File: config.mk
export PLATFORM = sky130hd
export DESIGN_NAME = service_watchdog
export DESIGN_NICKNAME = d
export VERILOG_FILES = /design/src/rtl/wdg_pkg.sv /design/src/rtl/wdg_key_seq.sv /design/src/rtl/wdg_counter.sv /design/src/rtl/wdg_regs.sv /design/src/rtl/service_watchdog.sv
export SDC_FILE = /design/constraint.sdc
export NUM_CORES = 1
export LEC_CHECK = 0
export ABC_AREA = 0
export ABC_CLOCK_PERIOD_IN_PS = 3020
export BUFFER_PORTS_ARGS = -buffer_cell sky130_fd_sc_hd__buf_2
export CAP_MARGIN = 20
export CORE_MARGIN = 2
export CORE_UTILIZATION = 57
export CTS_CLUSTER_SIZE = 10
export DETAILED_ROUTE_END_ITERATION = 8
export PLACE_DENSITY = 0.78
export SYNTH_ARGS = -nofsm -noshare
export SYNTH_HDL_FRONTEND = slang
export SYNTH_SLANG_ARGS = --single-unit
File: constraint.sdc
create_clock -name clk -period 3.02 [get_ports clk]
set_input_delay 0.453 -clock clk [delete_from_list [all_inputs] [get_ports clk]]
set_output_delay 0.453 -clock clk [all_outputs]
set_load 0.05 [all_outputs]
File: src/rtl/wdg_pkg.sv
package wdg_pkg;

    localparam int ADDR_W = 3;
    localparam int DATA_W = 32;
    localparam int MID_W  = 3;
    localparam int MASK_W = 1 << MID_W;

    typedef enum logic [ADDR_W-1:0] {
        A_CTRL = 3'd0,
        A_TMO  = 3'd1,
        A_WIN  = 3'd2,
        A_SVC  = 3'd3,
        A_STAT = 3'd4,
        A_CNT  = 3'd5
    } reg_addr_e;

    localparam logic [15:0] SVC_KEY_A = 16'hA602;
    localparam logic [15:0] SVC_KEY_B = 16'hB480;
    localparam logic [15:0] UNL_KEY_A = 16'hC520;
    localparam logic [15:0] UNL_KEY_B = 16'hD928;

    typedef struct packed {
        logic [MASK_W-1:0] mask;
        logic              hard_lock;
        logic              soft_lock;
        logic              first_irq;
        logic              win_en;
        logic              clk_sel;
        logic              en;
    } ctrl_t;

    typedef enum logic [1:0] {
        SEQ_IDLE = 2'd0,
        SEQ_SVC  = 2'd1,
        SEQ_UNL  = 2'd2
    } seq_e;

    function automatic logic [DATA_W-1:0] pack_ctrl(input ctrl_t c);
        logic [DATA_W-1:0] w;
        w = '0;
        w[0] = c.en;
        w[1] = c.clk_sel;
        w[2] = c.win_en;
        w[3] = c.first_irq;
        w[4] = c.soft_lock;
        w[5] = c.hard_lock;
        w[8 +: MASK_W] = c.mask;
        return w;
    endfunction

    function automatic ctrl_t unpack_ctrl(input logic [DATA_W-1:0] w);
        ctrl_t c;
        c.en        = w[0];
        c.clk_sel   = w[1];
        c.win_en    = w[2];
        c.first_irq = w[3];
        c.soft_lock = w[4];
        c.hard_lock = w[5];
        c.mask      = w[8 +: MASK_W];
        return c;
    endfunction

endpackage

File: src/rtl/wdg_key_seq.sv
module wdg_key_seq
    import wdg_pkg::*;
(
    input  logic        clk,
    input  logic        rst,
    input  logic        wr_i,
    input  logic [15:0] data_i,
    output logic        svc_o,
    output logic        unlock_o
);

    seq_e state_q, state_d;

    always_comb begin
        svc_o    = 1'b0;
        unlock_o = 1'b0;
        state_d  = state_q;
        if (wr_i) begin
            if (state_q == SEQ_SVC && data_i == SVC_KEY_B) begin
                svc_o   = 1'b1;
                state_d = SEQ_IDLE;
            end else if (state_q == SEQ_UNL && data_i == UNL_KEY_B) begin
                unlock_o = 1'b1;
                state_d  = SEQ_IDLE;
            end else if (data_i == SVC_KEY_A) begin
                state_d = SEQ_SVC;
            end else if (data_i == UNL_KEY_A) begin
                state_d = SEQ_UNL;
            end else begin
                state_d = SEQ_IDLE;
            end
        end
    end

    always_ff @(posedge clk) begin
        if (rst) state_q <= SEQ_IDLE;
        else     state_q <= state_d;
    end


    wrong_word_no_service_chk: assert property (@(posedge clk) disable iff (rst)
        (wr_i && data_i != SVC_KEY_A) |=> !svc_o);

endmodule

File: src/rtl/wdg_counter.sv
module wdg_counter #(
    parameter int              CNT_W       = 32,
    parameter logic [CNT_W-1:0] DEF_TIMEOUT = '1
) (
    input  logic             clk,
    input  logic             rst,
    input  logic             en_i,
    input  logic             tick_i,
    input  logic [CNT_W-1:0] timeout_i,
    input  logic [CNT_W-1:0] window_i,
    input  logic             win_en_i,
    input  logic             first_irq_i,
    input  logic             svc_i,
    input  logic             irq_clr_i,
    output logic [CNT_W-1:0] cnt_o,
    output logic             irq_o,
    output logic             rst_req_o
);

    logic [CNT_W-1:0] cnt_q;
    logic             pend_q, irq_q, rreq_q;
    logic             early, good, expire, irq_set;

    always_comb begin
        early   = svc_i && en_i && win_en_i && (cnt_q > window_i);
        good    = svc_i && en_i && !early;
        expire  = en_i && !good && (early || (tick_i && cnt_q == '0));
        irq_set = expire && !pend_q && first_irq_i;
    end

    always_ff @(posedge clk) begin
        if (rst) begin
            cnt_q  <= DEF_TIMEOUT;
            pend_q <= 1'b0;
            irq_q  <= 1'b0;
            rreq_q <= 1'b0;
        end else begin
            if (irq_clr_i) irq_q <= 1'b0;
            if (!en_i) begin
                cnt_q  <= timeout_i;
                pend_q <= 1'b0;
            end else if (good) begin
                cnt_q  <= timeout_i;
                pend_q <= 1'b0;
                irq_q  <= 1'b0;
            end else if (expire) begin
                cnt_q <= timeout_i;
                if (pend_q) begin
                    rreq_q <= 1'b1;
                end else begin
                    pend_q <= 1'b1;
                    if (first_irq_i) irq_q  <= 1'b1;
                    else             rreq_q <= 1'b1;
                end
            end else if (tick_i) begin
                cnt_q <= cnt_q - 1'b1;
            end
        end
    end

    assign cnt_o     = cnt_q;
    assign irq_o     = irq_q;
    assign rst_req_o = rreq_q;


    rst_req_sticky_chk: assert property (@(posedge clk) disable iff (rst)
        rst_req_o |=> rst_req_o);


    early_service_flags_chk: assert property (@(posedge clk) disable iff (rst)
        (svc_i && en_i && win_en_i && cnt_q > window_i) |=> (irq_o || rst_req_o));


    service_reloads_chk: assert property (@(posedge clk) disable iff (rst)
        (svc_i && en_i && !win_en_i) |=> (cnt_o == $past(timeout_i)));


    irq_set_visible_chk: assert property (@(posedge clk) disable iff (rst)
        irq_set |=> irq_o);

endmodule

File: src/rtl/wdg_regs.sv
module wdg_regs
    import wdg_pkg::*;
#(
    parameter int               CNT_W       = 32,
    parameter logic [CNT_W-1:0] DEF_TIMEOUT = '1
) (
    input  logic              clk,
    input  logic              rst,
    input  logic              cfg_en_i,
    input  logic              wr_i,
    input  logic [ADDR_W-1:0] addr_i,
    input  logic [DATA_W-1:0] wdata_i,
    input  logic [MID_W-1:0]  mid_i,
    input  logic [CNT_W-1:0]  cnt_i,
    input  logic              irq_i,
    input  logic              rst_req_i,
    input  logic              unlock_i,
    output ctrl_t             ctrl_o,
    output logic [CNT_W-1:0]  timeout_o,
    output logic [CNT_W-1:0]  window_o,
    output logic              svc_wr_o,
    output logic              irq_clr_o,
    output logic [DATA_W-1:0] rdata_o
);

    logic wr_ok, cfg_open;

    assign wr_ok     = wr_i && ctrl_o.mask[mid_i];
    assign cfg_open  = !ctrl_o.soft_lock && !ctrl_o.hard_lock;
    assign svc_wr_o  = wr_ok && (addr_i == A_SVC);
    assign irq_clr_o = wr_ok && (addr_i == A_STAT) && wdata_i[0];

    always_ff @(posedge clk) begin
        if (rst) begin
            ctrl_o.en        <= cfg_en_i;
            ctrl_o.clk_sel   <= 1'b0;
            ctrl_o.win_en    <= 1'b0;
            ctrl_o.first_irq <= 1'b1;
            ctrl_o.soft_lock <= 1'b0;
            ctrl_o.hard_lock <= 1'b0;
            ctrl_o.mask      <= '1;
            timeout_o        <= DEF_TIMEOUT;
            window_o         <= '0;
        end else begin
            if (unlock_i) ctrl_o.soft_lock <= 1'b0;
            if (wr_ok && cfg_open) begin
                case (addr_i)
                    A_CTRL:  ctrl_o    <= unpack_ctrl(wdata_i);
                    A_TMO:   timeout_o <= wdata_i[CNT_W-1:0];
                    A_WIN:   window_o  <= wdata_i[CNT_W-1:0];
                    default: ;
                endcase
            end
        end
    end

    always_comb begin
        case (addr_i)
            A_CTRL:  rdata_o = pack_ctrl(ctrl_o);
            A_TMO:   rdata_o = DATA_W'(timeout_o);
            A_WIN:   rdata_o = DATA_W'(window_o);
            A_STAT:  rdata_o = DATA_W'({rst_req_i, irq_i});
            A_CNT:   rdata_o = DATA_W'(cnt_i);
            default: rdata_o = '0;
        endcase
    end


    foreign_write_blocked_chk: assert property (@(posedge clk) disable iff (rst)
        (wr_i && !ctrl_o.mask[mid_i]) |=> ($stable(timeout_o) && $stable(window_o)));


    locked_cfg_chk: assert property (@(posedge clk) disable iff (rst)
        (wr_i && (ctrl_o.soft_lock || ctrl_o.hard_lock)) |=> $stable(timeout_o));


    hard_lock_sticky_chk: assert property (@(posedge clk) disable iff (rst)
        ctrl_o.hard_lock |=> ctrl_o.hard_lock);

endmodule

File: src/rtl/service_watchdog.sv
module service_watchdog
    import wdg_pkg::*;
#(
    parameter int               CNT_W       = 32,
    parameter logic [CNT_W-1:0] DEF_TIMEOUT = 32'h0000_FFFF
) (
    input  logic              clk,
    input  logic              rst,
    input  logic              cfg_enable_i,
    input  logic              tick_sys_i,
    input  logic              tick_osc_i,
    input  logic              bus_wr_i,
    input  logic [ADDR_W-1:0] bus_addr_i,
    input  logic [DATA_W-1:0] bus_wdata_i,
    input  logic [MID_W-1:0]  bus_mid_i,
    output logic [DATA_W-1:0] bus_rdata_o,
    output logic              irq_o,
    output logic              rst_req_o
);

    ctrl_t            ctrl;
    logic [CNT_W-1:0] timeout, window, cnt;
    logic             svc_wr, irq_clr, svc_done, unlock, tick;

    assign tick = ctrl.clk_sel ? tick_osc_i : tick_sys_i;

    wdg_regs #(.CNT_W(CNT_W), .DEF_TIMEOUT(DEF_TIMEOUT)) regs_i (
        .clk       (clk),
        .rst       (rst),
        .cfg_en_i  (cfg_enable_i),
        .wr_i      (bus_wr_i),
        .addr_i    (bus_addr_i),
        .wdata_i   (bus_wdata_i),
        .mid_i     (bus_mid_i),
        .cnt_i     (cnt),
        .irq_i     (irq_o),
        .rst_req_i (rst_req_o),
        .unlock_i  (unlock),
        .ctrl_o    (ctrl),
        .timeout_o (timeout),
        .window_o  (window),
        .svc_wr_o  (svc_wr),
        .irq_clr_o (irq_clr),
        .rdata_o   (bus_rdata_o)
    );

    wdg_key_seq keys_i (
        .clk      (clk),
        .rst      (rst),
        .wr_i     (svc_wr),
        .data_i   (bus_wdata_i[15:0]),
        .svc_o    (svc_done),
        .unlock_o (unlock)
    );

    wdg_counter #(.CNT_W(CNT_W), .DEF_TIMEOUT(DEF_TIMEOUT)) cnt_i (
        .clk         (clk),
        .rst         (rst),
        .en_i        (ctrl.en),
        .tick_i      (tick),
        .timeout_i   (timeout),
        .window_i    (window),
        .win_en_i    (ctrl.win_en),
        .first_irq_i (ctrl.first_irq),
        .svc_i       (svc_done),
        .irq_clr_i   (irq_clr),
        .cnt_o       (cnt),
        .irq_o       (irq_o),
        .rst_req_o   (rst_req_o)
    );

endmodule

==> run metrics <==
router iterations before antenna repair=5; Setup Buffers After CTS=0; H-tree levels=4; Slew HR=45.0%; worst hold path class=in -> reg; Starting Density=58.1%; Slew Limit Fails=0; cell family with most CP delay=simple AND/OR/NAND/NOR gates; nets@finish=941; CTS tree=yes; largest net degree at the start of global routing=76; Worst path max stage delay=0.60 ns; Max IR drop VDD=0.485 mV; Setup TNS=0 ns; clock slew at reported path FFs=0.05 ns; Fillers=927; antenna violations before repair=0; GRT overflow=0; Root Buffer=clkbuf_16; FF+latch count, synth=115; pwr dens=529 nW/um^2; Mapped Area=6610 sq um; CP Max Fanout=31; Bufs and invs on worst path=2; routed length on met1=8280 um; cells taking the most area after synthesis=dfxtp_1, mux2i_1, nand2_1; post-synthesis adder-cell area fraction=6.25%; Setup violations, final=0; Levels on crit path=8; clock sinks=115; YS warnings=0; Crit. End Element=flop; Worst EP required=3.35 ns; FP Rows=39; main flop type after synthesis=dfxtp_1; drt total wl=19400 um; async set-reset flop share out of synthesis=0%; Ant. Diodes=0; Die Span X=112 um; ANT nets after route=0; post-CTS sizing=0; full die area=12500 sq um; main combinational cell family by area after synthesis=simple AND/OR/NAND/NOR gates; Critical Path AT=3.00 ns; Tcrit/Tclk final=88.2%; area grow syn2layout=17.3%; top cell type's share of synthesized area=34.5%; syn_area_per_cell=8.40 sq um; vias=6245; Yosys top cell by area=dfxtp_1; leading cell type in the layout, fill and taps excluded=nand2_1; number of global-route vias before repair=6131; Clock Latency Late Sink=0.42 ns; Compound-Gate Fraction of Synth Area=10.9%; DRC Markers=0; sequential share of the synthesized area=35.0%; syn_nets=864; RSZ-0062 raised after global routing=false; WL met3=1700 um; hold buffer count at cts=0; Achievable Freq=0.375 GHz; Buffers on Ports=77; Highest Signal Layer=met4; Slew @ Worst Pin=0.824 ns; hpwl dp=14100 um; All-Layer GR Usage=31.5%; DR WL met2=8850 um; GPL Wtd Cong=0.909; min cycle time layout=2.66 ns; worst-case clock skew=0.0108 ns; Fin. Hold Viols=0; mux contribution to synthesized area=14.7%; hold path depth=3; Post-synth EDFFs=1; Vias per Instance=6.12; layout cells sized above 1=16.8%; Synth Area in XOR/XNOR=4.11%; Longest Clk Path Bufs=2; CP Cell Sequence=or4_4 -> nor4bb_1 -> buf_4 -> nand4_1 -> nand2_1 -> buf_12 -> nor2_1 -> nor3_1; total core area=11400 sq um; status=finished clean; Die H=112 um; routed length per instance=19.0 um; worst r2r path cells=8; Critical Path Start Type=flop; Max-Cap Viols=0; Pleak=3.11 nW; CP Class=reg -> reg; initial DRC count=449; number of library cell types mapped by synthesis=62; Synth Instances=787; first-pass GRT wire length=31200 um; final core occ=68.2%; commonest cells after routing, fill and taps aside=nand2_1, dfxtp_1, mux2i_1, buf_2, nor2_1; CTS Buf Count=17; Post-Synth Simple-Gate Area=24.3%; io pins=78; crit path max-delay cell type=or4_4
==> final timing paths <==
| path | startpoint | endpoint | slack [ns] |
|---|---|---|---|
| setup reg to reg | cnt_i.cnt_o[6] | cnt_i.cnt_o[20] | 0.36 |
| setup / recovery | cnt_i.cnt_o[6] | cnt_i.cnt_o[20] | 0.36 |
| hold / removal | bus_wdata_i[26] | regs_i.timeout_o[26] | 0.28 |
| hold reg to reg | regs_i.timeout_o[16] | regs_i.timeout_o[16] | 0.47 |
==> cell families after synthesis <==
kind of cell | count (synthesis)
simple gates | 323
mux | 93
compound gates | 112
xor+xnor | 31
fa+ha+maj | 33
flops | 115
buf+inv | 80
==> sequential cells by signal, summed over array words and instances, names as in the netlist <==
name              count
cnt_i.cnt_o          32
regs_i.window_o      32
cnt_i.rst_req_o       1
cnt_i.pend_q          1
cnt_i.irq_o           1
regs_i.ctrl_o        14
keys_i.state_q        2
regs_i.timeout_o     32
==> metrics by stage <==
| stage | hold slack (ns) | power, mW | cell area [sq um] | cells | worst slack [ns] |
|---|---|---|---|---|---|
| after floorplan | 0.434 | 2.06 | 6610 | 787 | 0.0934 |
| final | 0.283 | 4.10 | 7750 | 1020 | 0.356 |
| after detailed placement | 0.457 | 2.25 | 7190 | 988 | 0.369 |
| after CTS | 0.274 | 4.10 | 7750 | 1020 | 0.373 |
| after global placement | 0.445 | 2.23 | 7190 | 988 | 0.457 |
| after global routing | 0.293 | 4.24 | 7750 | 1020 | 0.278 |
==> synthesized netlist by cell type, drive strengths merged (2+ instances only) <==
library cell,count
nand2,129
dfxtp,114
mux2i,88
nor2,72
inv,37
ha,33
a21oi,30
nand3,29
clkbuf,26
o21ai,24
nor3,22
xnor2,22
nor4,18
buf,16
o211ai,16
a211oi,13
nand4,13
o22ai,12
xor2,9
or3,8
or4,8
or2,6
a21o,4
mux4,3
nor4bb,3
a2111oi,2
and2,2
and4,2
and4b,2
mux2,2
nand3b,2
o2bb2ai,2
==> final cells by class <==
cell class	instances	area, sq um	area share (%)
multi-input cells	592	3990	51.5
clock buffers	29	542	6.99
flip-flops and latches	115	2310	29.8
clock inverters	3	15.0	0.194
well taps	143	179	2.31
repair buffers	100	571	7.36
inverters	38	143	1.84
==> power breakdown <==
part           internal, mW  switching (mW)  total, mW
Sequential             1.58          0.0724       1.65
Combinational         0.212           0.375      0.587
Clock                  1.20           0.666       1.87
Total                  2.99            1.11       4.10
==> metal layers <==
layer	global-route usage, %	vias to the layer above
met5	0	-
met4	13.4	0
met3	8.00	48
met2	48.2	263
met1	42.5	2983
li1	-	2951
==> worst reg2reg max path, delay by kind of cell, from the launching register on <==
| kind | cells | cell delay, ns |
|---|---|---|
| simple gates | 6 | 1.75 |
| flops | 1 | 0.38 |
| buf+inv | 2 | 0.44 |
(Power assumes the default switching activity.)
